<file path="src/rtl/seq_pkg.sv">
`timescale 1ns/1ps
package seq_pkg;
    localparam int SEQ_START_W = 3;
    localparam int SEQ_NTRIG   = 6;
    localparam logic [SEQ_START_W-1:0] START_NONE  = 3'd0;
    localparam logic [SEQ_START_W-1:0] START_NOW   = 3'd1;
    localparam logic [SEQ_START_W-1:0] START_TRIG0 = 3'd2;
endpackage

</file>
<file path="src/rtl/seq_step_div.sv">
`timescale 1ns/1ps
module seq_step_div #(
    parameter int DIV_W = 8
) (
    input  logic             clk,
    input  logic             rst_n,
    input  logic             run,
    input  logic [DIV_W-1:0] div,
    output logic             tick
);
    logic [DIV_W-1:0] cnt_d, cnt_q;

    assign tick = run && (cnt_q >= div);

    always_comb begin
        cnt_d = cnt_q;
        if (!run || tick) cnt_d = '0;
        else              cnt_d = cnt_q + DIV_W'(1);
    end

    always_ff @(posedge clk or negedge rst_n) begin
        if (!rst_n) cnt_q <= '0;
        else        cnt_q <= cnt_d;
    end

    // with a non-zero divider, steps never come on adjacent cycles
    p_step_spacing_r1: assert property (@(posedge clk) disable iff (!rst_n)
        (tick && div != '0) |=> (!tick || div == '0));
endmodule

</file>
<file path="src/rtl/seq_trig_edge.sv">
`timescale 1ns/1ps
module seq_trig_edge #(
    parameter int N = 6
) (
    input  logic         clk,
    input  logic         rst_n,
    input  logic [N-1:0] trig_in,
    output logic [N-1:0] rise,
    output logic [N-1:0] fall
);
    for (genvar i = 0; i < N; i++) begin : g_sync
        logic [2:0] sh_d, sh_q;
        always_comb sh_d = {sh_q[1:0], trig_in[i]};
        always_ff @(posedge clk or negedge rst_n) begin
            if (!rst_n) sh_q <= '0;
            else        sh_q <= sh_d;
        end
        assign rise[i] =  sh_q[1] && !sh_q[2];
        assign fall[i] = !sh_q[1] &&  sh_q[2];
    end
endmodule

</file>
<file path="src/rtl/seq_chan_pick.sv">
`timescale 1ns/1ps
module seq_chan_pick #(
    parameter int NCH  = 8,
    parameter int CH_W = $clog2(NCH)
) (
    input  logic [NCH-1:0]  mask,
    input  logic [CH_W-1:0] last,
    output logic [CH_W-1:0] next_ch
);
    logic [CH_W-1:0] low, above;
    logic            hit;

    always_comb begin
        low   = '0;
        above = '0;
        hit   = 1'b0;
        for (int i = NCH - 1; i >= 0; i--) begin
            if (mask[i]) begin
                low = CH_W'(i);
                if (i > int'(last)) begin
                    above = CH_W'(i);
                    hit   = 1'b1;
                end
            end
        end
        next_ch = hit ? above : low;
    end
endmodule

</file>
<file path="src/rtl/conv_sequencer.sv">
`timescale 1ns/1ps
module conv_sequencer
    import seq_pkg::*;
#(
    parameter int NCH    = 8,
    parameter int DIV_W  = 8,
    parameter int RES_W  = 10,
    parameter int RSEL_W = 3,
    parameter int NTRIG  = SEQ_NTRIG
) (
    input  logic                   clk,
    input  logic                   rst_n,
    input  logic [NCH-1:0]         cfg_mask,
    input  logic [DIV_W-1:0]       cfg_div,
    input  logic                   cfg_scan,
    input  logic [RSEL_W-1:0]      cfg_res,
    input  logic                   cfg_power,
    input  logic [SEQ_START_W-1:0] cfg_start,
    input  logic                   cfg_falling,
    input  logic [NTRIG-1:0]       trig_in,
    input  logic                   cmp_in,
    output logic                   conv_step,
    output logic [$clog2(NCH)-1:0] conv_chan,
    output logic [RES_W-1:0]       conv_trial,
    output logic                   res_valid,
    output logic [$clog2(NCH)-1:0] res_chan,
    output logic [RES_W-1:0]       res_value,
    output logic                   start_clr
);
    localparam int CH_W = $clog2(NCH);
    localparam int PH_W = $clog2(RES_W + 1);
    localparam logic [PH_W-1:0] RES_W_P = PH_W'(RES_W);
    localparam logic [CH_W-1:0] TOP_CH  = CH_W'(NCH - 1);

    typedef struct packed {
        logic             busy;
        logic             by_cmd;
        logic [PH_W-1:0]  phase;
        logic [PH_W-1:0]  bits;
        logic [CH_W-1:0]  chan;
        logic [RES_W-1:0] acc;
        logic             valid;
        logic [CH_W-1:0]  rchan;
        logic [RES_W-1:0] rval;
        logic [PH_W-1:0]  rbits;
        logic             clr;
    } st_t;

    st_t st_d, st_q;

    logic                   step;
    logic [NTRIG-1:0]       rise, fall;
    logic [CH_W-1:0]        pick_ch;
    logic [CH_W-1:0]        pick_last;
    logic [SEQ_START_W-1:0] tidx;
    logic                   trig_hit, go_now, mask_any, start_ok;
    logic [PH_W-1:0]        bits_cfg;
    logic [PH_W-1:0]        bitpos;
    logic [RES_W-1:0]       acc_new;

    seq_step_div #(.DIV_W(DIV_W)) i_div (
        .clk(clk), .rst_n(rst_n), .run(st_q.busy), .div(cfg_div), .tick(step)
    );

    seq_trig_edge #(.N(NTRIG)) i_trig (
        .clk(clk), .rst_n(rst_n), .trig_in(trig_in), .rise(rise), .fall(fall)
    );

    assign pick_last = st_q.busy ? st_q.chan : TOP_CH;

    seq_chan_pick #(.NCH(NCH), .CH_W(CH_W)) i_pick (
        .mask(cfg_mask), .last(pick_last), .next_ch(pick_ch)
    );

    assign tidx     = cfg_start - START_TRIG0;
    assign trig_hit = (cfg_start >= START_TRIG0) &&
                      (cfg_falling ? fall[tidx] : rise[tidx]);
    assign go_now   = (cfg_start == START_NOW) && !st_q.clr;
    assign mask_any = |cfg_mask;
    assign start_ok = cfg_power && mask_any && (cfg_scan || go_now || trig_hit);
    assign bits_cfg = RES_W_P - PH_W'(cfg_res);
    assign bitpos   = RES_W_P - st_q.phase;

    always_comb begin
        acc_new = st_q.acc;
        if (st_q.phase != '0) acc_new[bitpos] = cmp_in;
    end

    always_comb begin
        st_d       = st_q;
        st_d.valid = 1'b0;
        st_d.clr   = 1'b0;
        if (!st_q.busy) begin
            if (start_ok) begin
                st_d.busy   = 1'b1;
                st_d.by_cmd = !cfg_scan && go_now;
                st_d.phase  = '0;
                st_d.bits   = bits_cfg;
                st_d.chan   = pick_ch;
                st_d.acc    = '0;
            end
        end else if (!cfg_power) begin
            st_d.busy = 1'b0;
        end else if (step) begin
            if (st_q.phase == '0) begin
                st_d.phase = PH_W'(1);
            end else begin
                st_d.acc = acc_new;
                if (st_q.phase == st_q.bits) begin
                    st_d.valid = 1'b1;
                    st_d.rchan = st_q.chan;
                    st_d.rval  = acc_new;
                    st_d.rbits = st_q.bits;
                    st_d.clr   = st_q.by_cmd;
                    if (cfg_scan && mask_any) begin
                        st_d.phase  = '0;
                        st_d.acc    = '0;
                        st_d.chan   = pick_ch;
                        st_d.bits   = bits_cfg;
                        st_d.by_cmd = 1'b0;
                    end else begin
                        st_d.busy = 1'b0;
                    end
                end else begin
                    st_d.phase = st_q.phase + PH_W'(1);
                end
            end
        end
    end

    always_ff @(posedge clk or negedge rst_n) begin
        if (!rst_n) st_q <= '0;
        else        st_q <= st_d;
    end

    assign conv_step  = step;
    assign conv_chan  = st_q.chan;
    assign conv_trial = st_q.acc |
        ((st_q.busy && st_q.phase != '0) ? (RES_W'(1) << bitpos) : '0);
    assign res_valid  = st_q.valid;
    assign res_chan   = st_q.rchan;
    assign res_value  = st_q.rval;
    assign start_clr  = st_q.clr;

    logic [RES_W-1:0] low_mask;
    assign low_mask = (RES_W'(1) << (RES_W_P - st_q.rbits)) - RES_W'(1);

    p_low_zero_r4: assert property (@(posedge clk) disable iff (!rst_n)
        res_valid |-> ((res_value & low_mask) == '0));
    p_result_after_busy_r1: assert property (@(posedge clk) disable iff (!rst_n)
        res_valid |-> $past(st_q.busy));
    p_power_stops_r9: assert property (@(posedge clk) disable iff (!rst_n)
        !cfg_power |=> !st_q.busy);
    p_clr_with_result_r10: assert property (@(posedge clk) disable iff (!rst_n)
        start_clr |-> res_valid);
    p_pick_selected_r2: assert property (@(posedge clk) disable iff (!rst_n)
        mask_any |-> cfg_mask[pick_ch]);
endmodule

</file>
<file path="config.mk">
export PLATFORM = sky130hd
export DESIGN_NAME = conv_sequencer
export DESIGN_NICKNAME = d
export VERILOG_FILES = /design/src/rtl/seq_pkg.sv /design/src/rtl/seq_step_div.sv /design/src/rtl/seq_trig_edge.sv /design/src/rtl/seq_chan_pick.sv /design/src/rtl/conv_sequencer.sv
export SDC_FILE = /design/constraint.sdc
export NUM_CORES = 1
export LEC_CHECK = 0
export BUFFER_PORTS_ARGS = -buffer_cell sky130_fd_sc_hd__buf_4
export CORE_ASPECT_RATIO = 1.2
export CORE_MARGIN = 1
export CORE_UTILIZATION = 51
export DETAILED_ROUTE_END_ITERATION = 12
export PLACE_DENSITY = 0.78
export SETUP_SLACK_MARGIN = 0.4
export SLEW_MARGIN = 20
export SYNTH_ARGS = -nofsm -noshare
export SYNTH_HDL_FRONTEND = slang
export SYNTH_SLANG_ARGS = --single-unit
</file>
<file path="constraint.sdc">
create_clock -name clk -period 2.49 [get_ports clk]
set_input_delay 0.3735 -clock clk [delete_from_list [all_inputs] [get_ports clk]]
set_output_delay 0.3735 -clock clk [all_outputs]
set_load 0.02 [all_outputs]
</file>
==> metrics.txt, run 1 <==
Final Critical Period 2480 ps; Worst-path clk slew ~80 ps; hpwl dp around 5600 um; Starting DRT DRC Count 192; Mapped Nets 431; Fin Hold WS between 100 and 150 ps; TNS Setup 0 ps; row count 33; Seq. cell area 1600 um^2; Setup Skew 9.01 ps; Sink Count 64; Multi-input gate area ~2200 um^2; # port buffers 62; IR drop worst, VDD around 0.4 mV; Tightest Pin Transition about 810 ps; fin cells about 560; wire length of the first global-routing pass roughly 14000 um; PD cells around 600 nW/um^2; WS Path Type reg -> reg; CTS H-tree lvls 3; CP endpoint kind register; Syn Inst Count between 300 and 400; post-synthesis to final-layout area growth 39.7%; FFs w/ async S/R, synth 100%; worst path cell trace ha_1, a2111oi_4, o311ai_4, buf_4, buf_6, a21oi_4, a21oi_4, buf_12, mux2_4; Die Ht roughly 95 um; Final Worst Setup Slack 6.58 ps; RD Place Congestion around 0.83; DRC Markers 0; Clock Tree Root clkbuf_8; share of cells above drive strength 1 ~43%; dpl ws 53.0 ps; nets roughly 510; Main synth FF type dfrtp_1; CTS buffer count 9; maximum clock path buffer count 2; Total Wirelength roughly 10000 um; GRT Util Overall 23.8%; via count 3234; FILL cells 433; Seq cells post-synth between 60 and 70; Slew HR a little under half; core area 6900 um^2; Critical Path Max Stage Delay between 400 and 500 ps; largest net degree at the start of global routing between 60 and 70; Min-Delay Path Class in -> async; placed insts roughly 510; initial core utilization 53.3%; Required @ worst endpoint approximately 2700 ps; Pleak approximately 2.4 nW; clk_lat worst skew between 300 and 400 ps; status completed; synth warn 0; RSZ-0062 raised after global routing true; # setup viols final 0; routed len/inst about 18 um; vias in the first global route around 3.1k; Detailed Routing Iterations Pass 1 4; Design Power around 0.0031 W; initial antenna violation count 0; EDFF count, synth 0; Via density 5.83; io pins 63; Max FO, Critical Path 7; CP max-delay cell a2111oi_4; startpoint types register; commonest non-fill, non-tap cell in the layout buf_4; Mapped Area between 3000 and 4000 um^2; Fin. Hold Viols 0; post-synthesis sequential area ratio 43.5%; Max Cap Viol 0; Critical Path Most Common Cell a21oi_4; CTS tree done; Slew Viols, Final 0; Fmax 403 MHz; post-route ant nets 0; Synth cell types 65; die area 7560 um^2; diode count 0; most frequent cells in the layout buf_4, dfrtp_1, nand2_1; Worst Path Arrival between 2000 and 3000 ps; Die Width just under 80 um; final worst path period share about 100%; Mapped Avg Cell Area 9.68 um^2; grt total ovfl 0
## worst max-delay path: cells and delay by family (launching register included)
kind | cells | cell delay, ps
compound gates | 4 | 860
fa+ha+maj | 1 | 330
flops | 1 | 430
buf+inv | 3 | 450
mux | 1 | 290
## per-layer routing
| layer | wire [um] | global-route usage (%) | part of all wire (%) | vias up |
|---|---|---|---|---|
| li1 | - | - | - | 1493 |
| met1 | 4000 | 30.0 | 40 | 1592 |
| met2 | 5220 | 39.9 | 53 | 133 |
| met3 | 468 | 2.78 | 4.7 | 16 |
| met4 | 199 | 12.9 | 2.0 | 0 |
| met5 | 0 | 0 | 0 | - |
## metrics by stage
stage               util [%]  cell area [um^2]
global placement        61.6              4250
detailed placement      61.6              4250
floorplan                  -              3770
CTS                     68.4              4710
finish                  74.5              5140
global route            74.5              5140
## final cells by class
class | instances | area share (%)
Clock buffer | 9 | 2.41
Clock inverter | 7 | 2.43
Inverter | 28 | 2.14
Multi-Input combinational cell | 262 | 43.2
Sequential cell | 64 | 31.2
Tap cell | 87 | 2.12
Timing Repair Buffer | 98 | 16.5
## power by group
part           switching (W)  internal [W]
combinational       0.000358      0.000365
clock               0.000448      0.000677
sequential          0.000118       0.00112
total               0.000923       0.00216
## registers in the layout (all words and copies together) (netlist names)
register            count
i_div.cnt_q             8
i_trig.g_sync.sh_q     18
st_q                   20
conv_chan               3
res_valid               1
res_chan                3
start_clr               1
res_value              10
## cells in the mapped netlist (2+ instances only)
cell / n / area share, %
and3_1: 2 / 0.34
nand3b_1: 4 / 0.82
a21o_1: 3 / 0.61
a22oi_1: 8 / 1.6
a31o_2: 2 / 0.48
xnor2_1: 4 / 0.95
or3b_1: 3 / 0.71
a21oi_1: 10 / 1.4
a21oi_4: 2 / 0.88
a21boi_0: 2 / 0.41
o21a_1: 2 / 0.41
buf_4: 16 / 3.3
nand3_1: 8 / 1.1
o31a_1: 2 / 0.48
ha_1: 17 / 5.8
a22o_1: 3 / 0.71
nand2_1: 55 / 5.6
or3_1: 4 / 0.68
mux2_4: 5 / 2.0
clkbuf_1: 9 / 0.92
o22ai_1: 12 / 2.0
nor3_1: 4 / 0.54
dfrtp_1: 64 / 44
and4bb_1: 3 / 1.0
nand4_1: 2 / 0.34
o21ai_1: 9 / 1.2
nor2_1: 17 / 1.7
nor2b_1: 3 / 0.51
nor3b_1: 2 / 0.41
xor2_1: 7 / 1.7
inv_1: 28 / 2.9
and2_1: 5 / 0.85
mux2i_1: 12 / 3.3
o21bai_1: 2 / 0.41
o21ai_0: 8 / 1.1
nand2b_1: 9 / 1.5
nor4_1: 4 / 0.68
## path summary, 6_finish.rpt
| kind | startpoint | endpoint | slack [ps] | cells past startpoint |
|---|---|---|---|---|
| worst max register to register | i_div.cnt_q[1]$_DFF_PN0_ | st_q[35]$_DFFE_PN0P_ | 7 | 9 |
| worst max-delay path | i_div.cnt_q[1]$_DFF_PN0_ | st_q[35]$_DFFE_PN0P_ | 7 | 9 |
| min in group clk | trig_in[5] | i_trig.g_sync[5].sh_q[0]$_DFF_PN0_ | 130 | 1 |
| max in group asynchronous | rst_n | st_q[36]$_DFFE_PN0P_ | 1790 | 1 |
| worst min-delay path | rst_n | i_div.cnt_q[3]$_DFF_PN0_ | 100 | 1 |
| worst min register to register | i_trig.g_sync[4].sh_q[0]$_DFF_PN0_ | i_trig.g_sync[4].sh_q[1]$_DFF_PN0_ | 350 | 0 |
## cell families after synthesis
group                      count (synthesis)  share of synthesized area [%]
adders and majority gates                 17                           5.78
muxes                                     19                           5.92
DFF                                       64                           43.5
xor gates and xnor gates                  11                           2.62
and+or+nand+nor                          135                           19.4
AOI/OAI and AO/OA                         80                           15.4
buffers and inverters                     54                           7.35
## repair_timing
action / CTS / global route
pin swaps: 26 / 45
setup buffers: 11 / 11
setup endpoints to repair: 56 / 56
cloned: 2 / 2
resized for setup: 33 / 77
hold buffers: 0 / 0
Note: power is estimated with default switching activity, not from simulation.
==> run 2, diff against run 1 <==
--- a/config.mk
+++ b/config.mk
@@ -7,7 +7,7 @@
 export LEC_CHECK = 0
 export BUFFER_PORTS_ARGS = -buffer_cell sky130_fd_sc_hd__buf_4
 export CORE_ASPECT_RATIO = 1.2
-export CORE_MARGIN = 1
+export CORE_MARGIN = 2
 export CORE_UTILIZATION = 51
 export DETAILED_ROUTE_END_ITERATION = 12
 export PLACE_DENSITY = 0.78
==> run 2 against run 1 <==
Against the previous run: clock skew shrank 1.8 ps; clock power shrank 28%; setup slack improved by 19 ps; critical endpoint is now conv_trial[1]; largest cell class unchanged; highest routed layer unchanged.
==> metrics.txt, run 2 (synthesis results as in run 1) <==
hpwl dp 5660 um (was 5620 um); # setup viols final 0 (unchanged); fin cells 561 (was 555); CTS H-tree lvls 3 (unchanged); via count 3234 (unchanged); reg2reg path depth 14 (was 9); sequential power share 45.3% (was 40.2%); core area 6900 um^2 (unchanged); Pleak 2.46 nW (was 2.44 nW); GRT Util Overall 22.4% (was 23.8%); FF-to-FF Start st_q[37]$_DFFE_PN0P_ (was i_div.cnt_q[1]$_DFF_PN0_); Clock Tree Root clkbuf_8 (unchanged); Total Wirelength 9760 um (was 9890 um); max reg flops 20 (unchanged); commonest non-fill, non-tap cell in the layout buf_4 (unchanged); vias in the first global route 3014 (was 3052); largest net degree at the start of global routing 65 (unchanged); initial core utilization 53.3% (unchanged); Tightest Pin Transition 789 ps (was 810 ps); CP max-delay cell dfrtp_2 (was a2111oi_4); io pins 63 (unchanged); most frequent cells in the layout buf_4, dfrtp_1, nand2_1 (unchanged); row count 33 (unchanged); CTS buffer count 9 (unchanged); DRC Markers 0 (unchanged); Slew Viols, Final 0 (unchanged); Fin. Hold Viols 0 (unchanged); Comb pwr share 25.1% (was 23.4%); clk_lat worst skew 350 ps (about the same); Die Width 81.5 um (was 79.5 um); CTS tree done (unchanged); CP endpoint kind output port (was register); Max Cap Viol 0 (unchanged); Die Ht 97.0 um (was 95.0 um); RD Place Congestion 0.817 (was 0.829); routed len/inst 17.4 um (was 17.8 um); diode count 0 (unchanged); wire length of the first global-routing pass 13900 um (was 13800 um); Via density 5.76 (was 5.83); post-route ant nets 0 (unchanged); Worst-path clk slew 70 ps (was 80 ps); hold_buf cts 0 (unchanged); initial antenna violation count 0 (unchanged); Biggest register st_q (unchanged); Critical Path Max Stage Delay 460 ps (was 450 ps); RSZ-0062 raised after global routing true (unchanged); Worst Path Arrival 2090 ps (was 2710 ps); Min-Delay Path Class in -> async (unchanged); Setup Skew 7.19 ps (was 9.01 ps); post-synthesis to final-layout area growth 37.8% (was 39.7%); Fin Hold WS 92.1 ps (was 104 ps); Switching Fraction 32.5% (was 29.9%); status completed (unchanged); Required @ worst endpoint 2120 ps (was 2720 ps); WS Path Type reg -> out (was reg -> reg); TNS Setup 0 ps (unchanged); placed insts 513 (unchanged); Starting DRT DRC Count 170 (was 192); switching power total 0.000888 W (was 0.000923 W); Detailed Routing Iterations Pass 1 4 (unchanged); share of cells above drive strength 1 42.0% (was 43.2%); startpoint types register (unchanged); Critical Path Most Common Cell nand2_2 (was a21oi_4); maximum clock path buffer count 2 (unchanged); Top Family by Delay on Critical Path simple AND/OR/NAND/NOR gates (was compound AO/OA/AOI/OAI gates); # port buffers 62 (unchanged); IR drop worst, VDD 0.369 mV (was 0.392 mV); crit path buf inv count 1 (was 3); grt total ovfl 0 (unchanged); Fmax 406 MHz (was 403 MHz); final worst path period share 99.0% (was 99.7%); nets 520 (was 514); Int Pwr 0.00184 W (was 0.00216 W); worst path cell trace ha_4, or2_4, o31a_1, o22ai_2, and2_4, nand2_2, nand2_2, buf_6 (was ha_1, a2111oi_4, o311ai_4, buf_4, buf_6, a21oi_4, a21oi_4, buf_12, mux2_4); PD cells 539 nW/um^2 (was 601 nW/um^2); CP startpoint st_q[37]$_DFFE_PN0P_ (was i_div.cnt_q[1]$_DFF_PN0_); Final Critical Period 2460 ps (was 2480 ps); Sink Count 64 (unchanged); cell depth of the worst setup path 8 (was 9); Slew HR 47.4% (was 46.0%); die area 7910 um^2 (was 7560 um^2); Max FO, Critical Path 4 (was 7); Clk network pwr share 29.7% (was 36.4%)
[run 2: final timing paths]
check	end	slack [ps]
worst min register to register	i_trig.g_sync[2].sh_q[1]$_DFF_PN0_	350
min in group clk	i_trig.g_sync[0].sh_q[0]$_DFF_PN0_	120
worst min-delay path	i_div.cnt_q[5]$_DFF_PN0_	90
worst max register to register	res_value[1]$_DFFE_PN0P_	70
worst max-delay path	conv_trial[1]	30
max in group asynchronous	st_q[37]$_DFFE_PN0P_	1820
[run 2: metal layers]
| layer | vias to the layer above | routed length, um | GRT usage, % |
|---|---|---|---|
| met2 | 109 | 5160 | 36.7 |
| met1 | 1587 | 3870 | 29.4 |
| li1 | 1513 | - | - |
| met4 | 0 | 265 | 8.60 |
| met5 | - | 0 | 0 |
| met3 | 25 | 462 | 3.45 |
[run 2: power by group through the flow]
stage	registers, W	logic (W)	clock network [W]
after floorplan	0.00120	0.000461	0
after global placement	0.00125	0.000566	0
after detailed placement	0.00126	0.000585	0
after CTS	0.00124	0.000613	0.000824
after global routing	0.00126	0.000742	0.000870
final	0.00124	0.000685	0.000811
[run 2: cell type report]
type                       instances  area [um^2]
multi-input combinational        262         2150
fill                             429         1830
sequential                        64         1600
timing repair buffer             104          918
clock buffer                       9          124
tap                               87          109
inverter                          28          105
clock inverter                     7         57.6
[run 2: stage by stage]
step	total power, W	cell area, um^2	utilization (%)	setup WS [ps]
final	0.00273	5070	73.5	25.6
after global routing	0.00287	5070	73.5	-32.5
after detailed placement	0.00184	4250	61.6	86.0
after floorplan	0.00166	3770	-	329
after global placement	0.00182	4250	61.6	134
after CTS	0.00267	4700	68.2	75.2
[run 2: what timing repair did]
item | 4_1_cts | 5_1_grt
endpoints found under the setup margin | 56 | 57
gates resized for setup | 36 | 51
gates cloned | 1 | 1
setup buffers | 13 | 17
pin swaps | 15 | 31
hold endpoints to repair | 0 | 0
[run 2: worst register-to-register path, stage by stage (launching register included)]
cell and delay, ps:
dfrtp_2 460, ha_4 190, or2_4 240, o31a_1 250, o22ai_2 120, buf_4 140
buf_6 80, buf_6 80, buf_6 80, buf_6 80, buf_6 90, buf_8 120
nand2_4 70, mux2i_1 220, o21ai_1 90
==> run 3, diff against run 2 <==
--- a/config.mk
+++ b/config.mk
@@ -10,7 +10,8 @@
 export CORE_MARGIN = 2
 export CORE_UTILIZATION = 51
 export DETAILED_ROUTE_END_ITERATION = 12
-export PLACE_DENSITY = 0.78
+export HOLD_SLACK_MARGIN = 0.15
+export PLACE_DENSITY = 0.76
 export SETUP_SLACK_MARGIN = 0.4
 export SLEW_MARGIN = 20
 export SYNTH_ARGS = -nofsm -noshare
==> run 3 against run 2 <==
Against the previous run: clock skew hardly changed; wire length rose by 12%; clock-buffer cell count is 1 higher; flip-flop and latch count unchanged; largest cell class unchanged; die area is the same; total power up 9.0%; global-route usage rose by 2.6 points; register-to-register slack hardly changed; clock power rose by 23%; utilization grew 3.3 points.
==> metrics.txt, run 3 (synthesis results as in run 1) <==
status completed (unchanged); grt total ovfl 0 (unchanged); Slew HR 47.0% (was 47.4%); via count 3349 (was 3234); Pleak 2.52 nW (was 2.46 nW); RSZ-0062 raised after global routing true (unchanged); Sink Count 64 (unchanged); Tightest Pin Transition 795 ps (was 789 ps); Clock Tree Root clkbuf_8 (unchanged); post-route ant nets 0 (unchanged); io pins 63 (unchanged); Detailed Routing Iterations Pass 1 5 (was 4); row count 33 (unchanged); DRC Markers 0 (unchanged); post-synthesis to final-layout area growth 44.0% (was 37.8%); fin area 5300 um^2 (was 5070 um^2); Starting DRT DRC Count 259 (was 170); Required @ worst endpoint 2120 ps (about the same); WS Path Type reg -> out (unchanged); RD Place Congestion 0.820 (was 0.817); CTS buffer count 9 (unchanged); vias in the first global route 3249 (was 3014); wire length of the first global-routing pass 15300 um (was 13900 um); diode count 0 (unchanged); share of cells above drive strength 1 46.9% (was 42.0%); PD cells 562 nW/um^2 (was 539 nW/um^2); Design Power 0.00298 W (was 0.00273 W); Die Width 81.5 um (unchanged); met2 GRT Util 42.4% (was 36.7%); FILL cells 426 (was 429); M3 GR Usage 6.06% (was 3.45%); Total Wirelength 10900 um (was 9760 um); most frequent cells in the layout buf_4, dfrtp_1, nand2_2 (was buf_4, dfrtp_1, nand2_1); GR peak layer met2 (unchanged); Placed Area 4250 um^2 (unchanged); IR drop worst, VDD 0.430 mV (was 0.369 mV); final worst path period share 98.9% (was 99.0%); maximum clock path buffer count 2 (unchanged); Setup Skew 7.54 ps (was 7.19 ps); hpwl dp 5700 um (was 5660 um); core area 6900 um^2 (unchanged); met1 Track Usage GR 29.9% (was 29.4%); Fin. Hold Viols 0 (unchanged); commonest non-fill, non-tap cell in the layout buf_4 (unchanged); nets 531 (was 520); largest net degree at the start of global routing 65 (unchanged); fin cells 571 (was 561); Fmax 406 MHz (about the same); dpl ws 33.5 ps (was 86.0 ps); max reg flops 20 (unchanged); Biggest register st_q (unchanged); # port buffers 62 (unchanged); placed insts 513 (unchanged); GRT Util Overall 25.0% (was 22.4%); Min-Delay Path Class in -> reg (was in -> async); Slew Viols, Final 0 (unchanged); Max FO, Critical Path 4 (unchanged); Max Cap Viol 0 (unchanged); # setup viols final 0 (unchanged); Final Worst Setup Slack 28.4 ps (was 25.6 ps); Die Ht 97.0 um (unchanged); Final Critical Period 2460 ps (about the same); Via density 5.87 (was 5.76); Worst-path clk slew 70 ps (about the same); CTS tree done (unchanged); Worst Path Arrival 2090 ps (about the same); clk_lat worst skew 350 ps (about the same); TNS Setup 0 ps (unchanged); die area 7910 um^2 (unchanged); initial core utilization 53.3% (unchanged); CP endpoint kind output port (unchanged); startpoint types register (unchanged); initial antenna violation count 0 (unchanged); routed len/inst 19.2 um (was 17.4 um); CTS H-tree lvls 3 (unchanged)
[run 3: area by class of cell]
cell class              instances  area (um^2)  share of cell area [%]
clock buffers                  10          138                    2.60
clock inverters                 5         81.3                    1.53
inverters                      28          110                    2.08
multi-input cells             262         2250                    42.4
flip-flops and latches         64         1610                    30.3
well taps                      87          109                    2.05
repair buffers                115         1010                    19.0
[run 3: report_power, final]
part           internal (W)  switching [W]  leakage, nW
combinational      0.000385       0.000357         1.58
sequential          0.00112       0.000118        0.829
clock              0.000585       0.000410        0.108
total               0.00209       0.000885         2.52
[run 3: routing by layer]
metal / share of wire [%] / wire length [um]
met4: 3.8 / 418
met2: 51 / 5590
met1: 39 / 4280
met3: 5.9 / 649
met5: 0 / 0
[run 3: worst paths after layout]
kind	slack (ps)	from	to	depth (start not counted)
setup / recovery	30	st_q[37]$_DFFE_PN0P_	conv_trial[1]	8
hold / removal	270	cfg_scan	st_q[40]$_DFFE_PN0P_	2
setup reg to reg	80	i_div.cnt_q[0]$_DFF_PN0_	st_q[34]$_DFFE_PN0P_	10
hold reg to reg	350	i_trig.g_sync[4].sh_q[0]$_DFF_PN0_	i_trig.g_sync[4].sh_q[1]$_DFF_PN0_	0
max in group asynchronous	1260	rst_n	st_q[37]$_DFFE_PN0P_	2
min in group asynchronous	650	rst_n	i_trig.g_sync[4].sh_q[1]$_DFF_PN0_	2
[run 3: worst max-delay path, stage by stage (launching register included)]
cell	delay, ps
dfrtp_2	460
ha_4	200
or2_4	240
o31a_1	250
o22ai_2	120
and2_4	220
nand2_2	80
nand2_2	80
buf_6	110
[run 3: repair_timing]
item | 4_1_cts | 5_1_grt
pin swaps | 40 | 32
setup buffers | 25 | 8
gates resized for setup | 70 | 53
endpoints found under the setup margin | 54 | 56
hold buffers | 7 | 0
gates cloned | 2 | 1
endpoints found under the hold margin | 59 | 0
[run 3: through the flow]
stage | utilization (%) | hold WS, ps
after detailed placement | 61.6 | 335
after global routing | 76.8 | 258
after global placement | 61.6 | 334
final | 76.8 | 274
after floorplan | - | 77.9
after CTS | 72.9 | 243
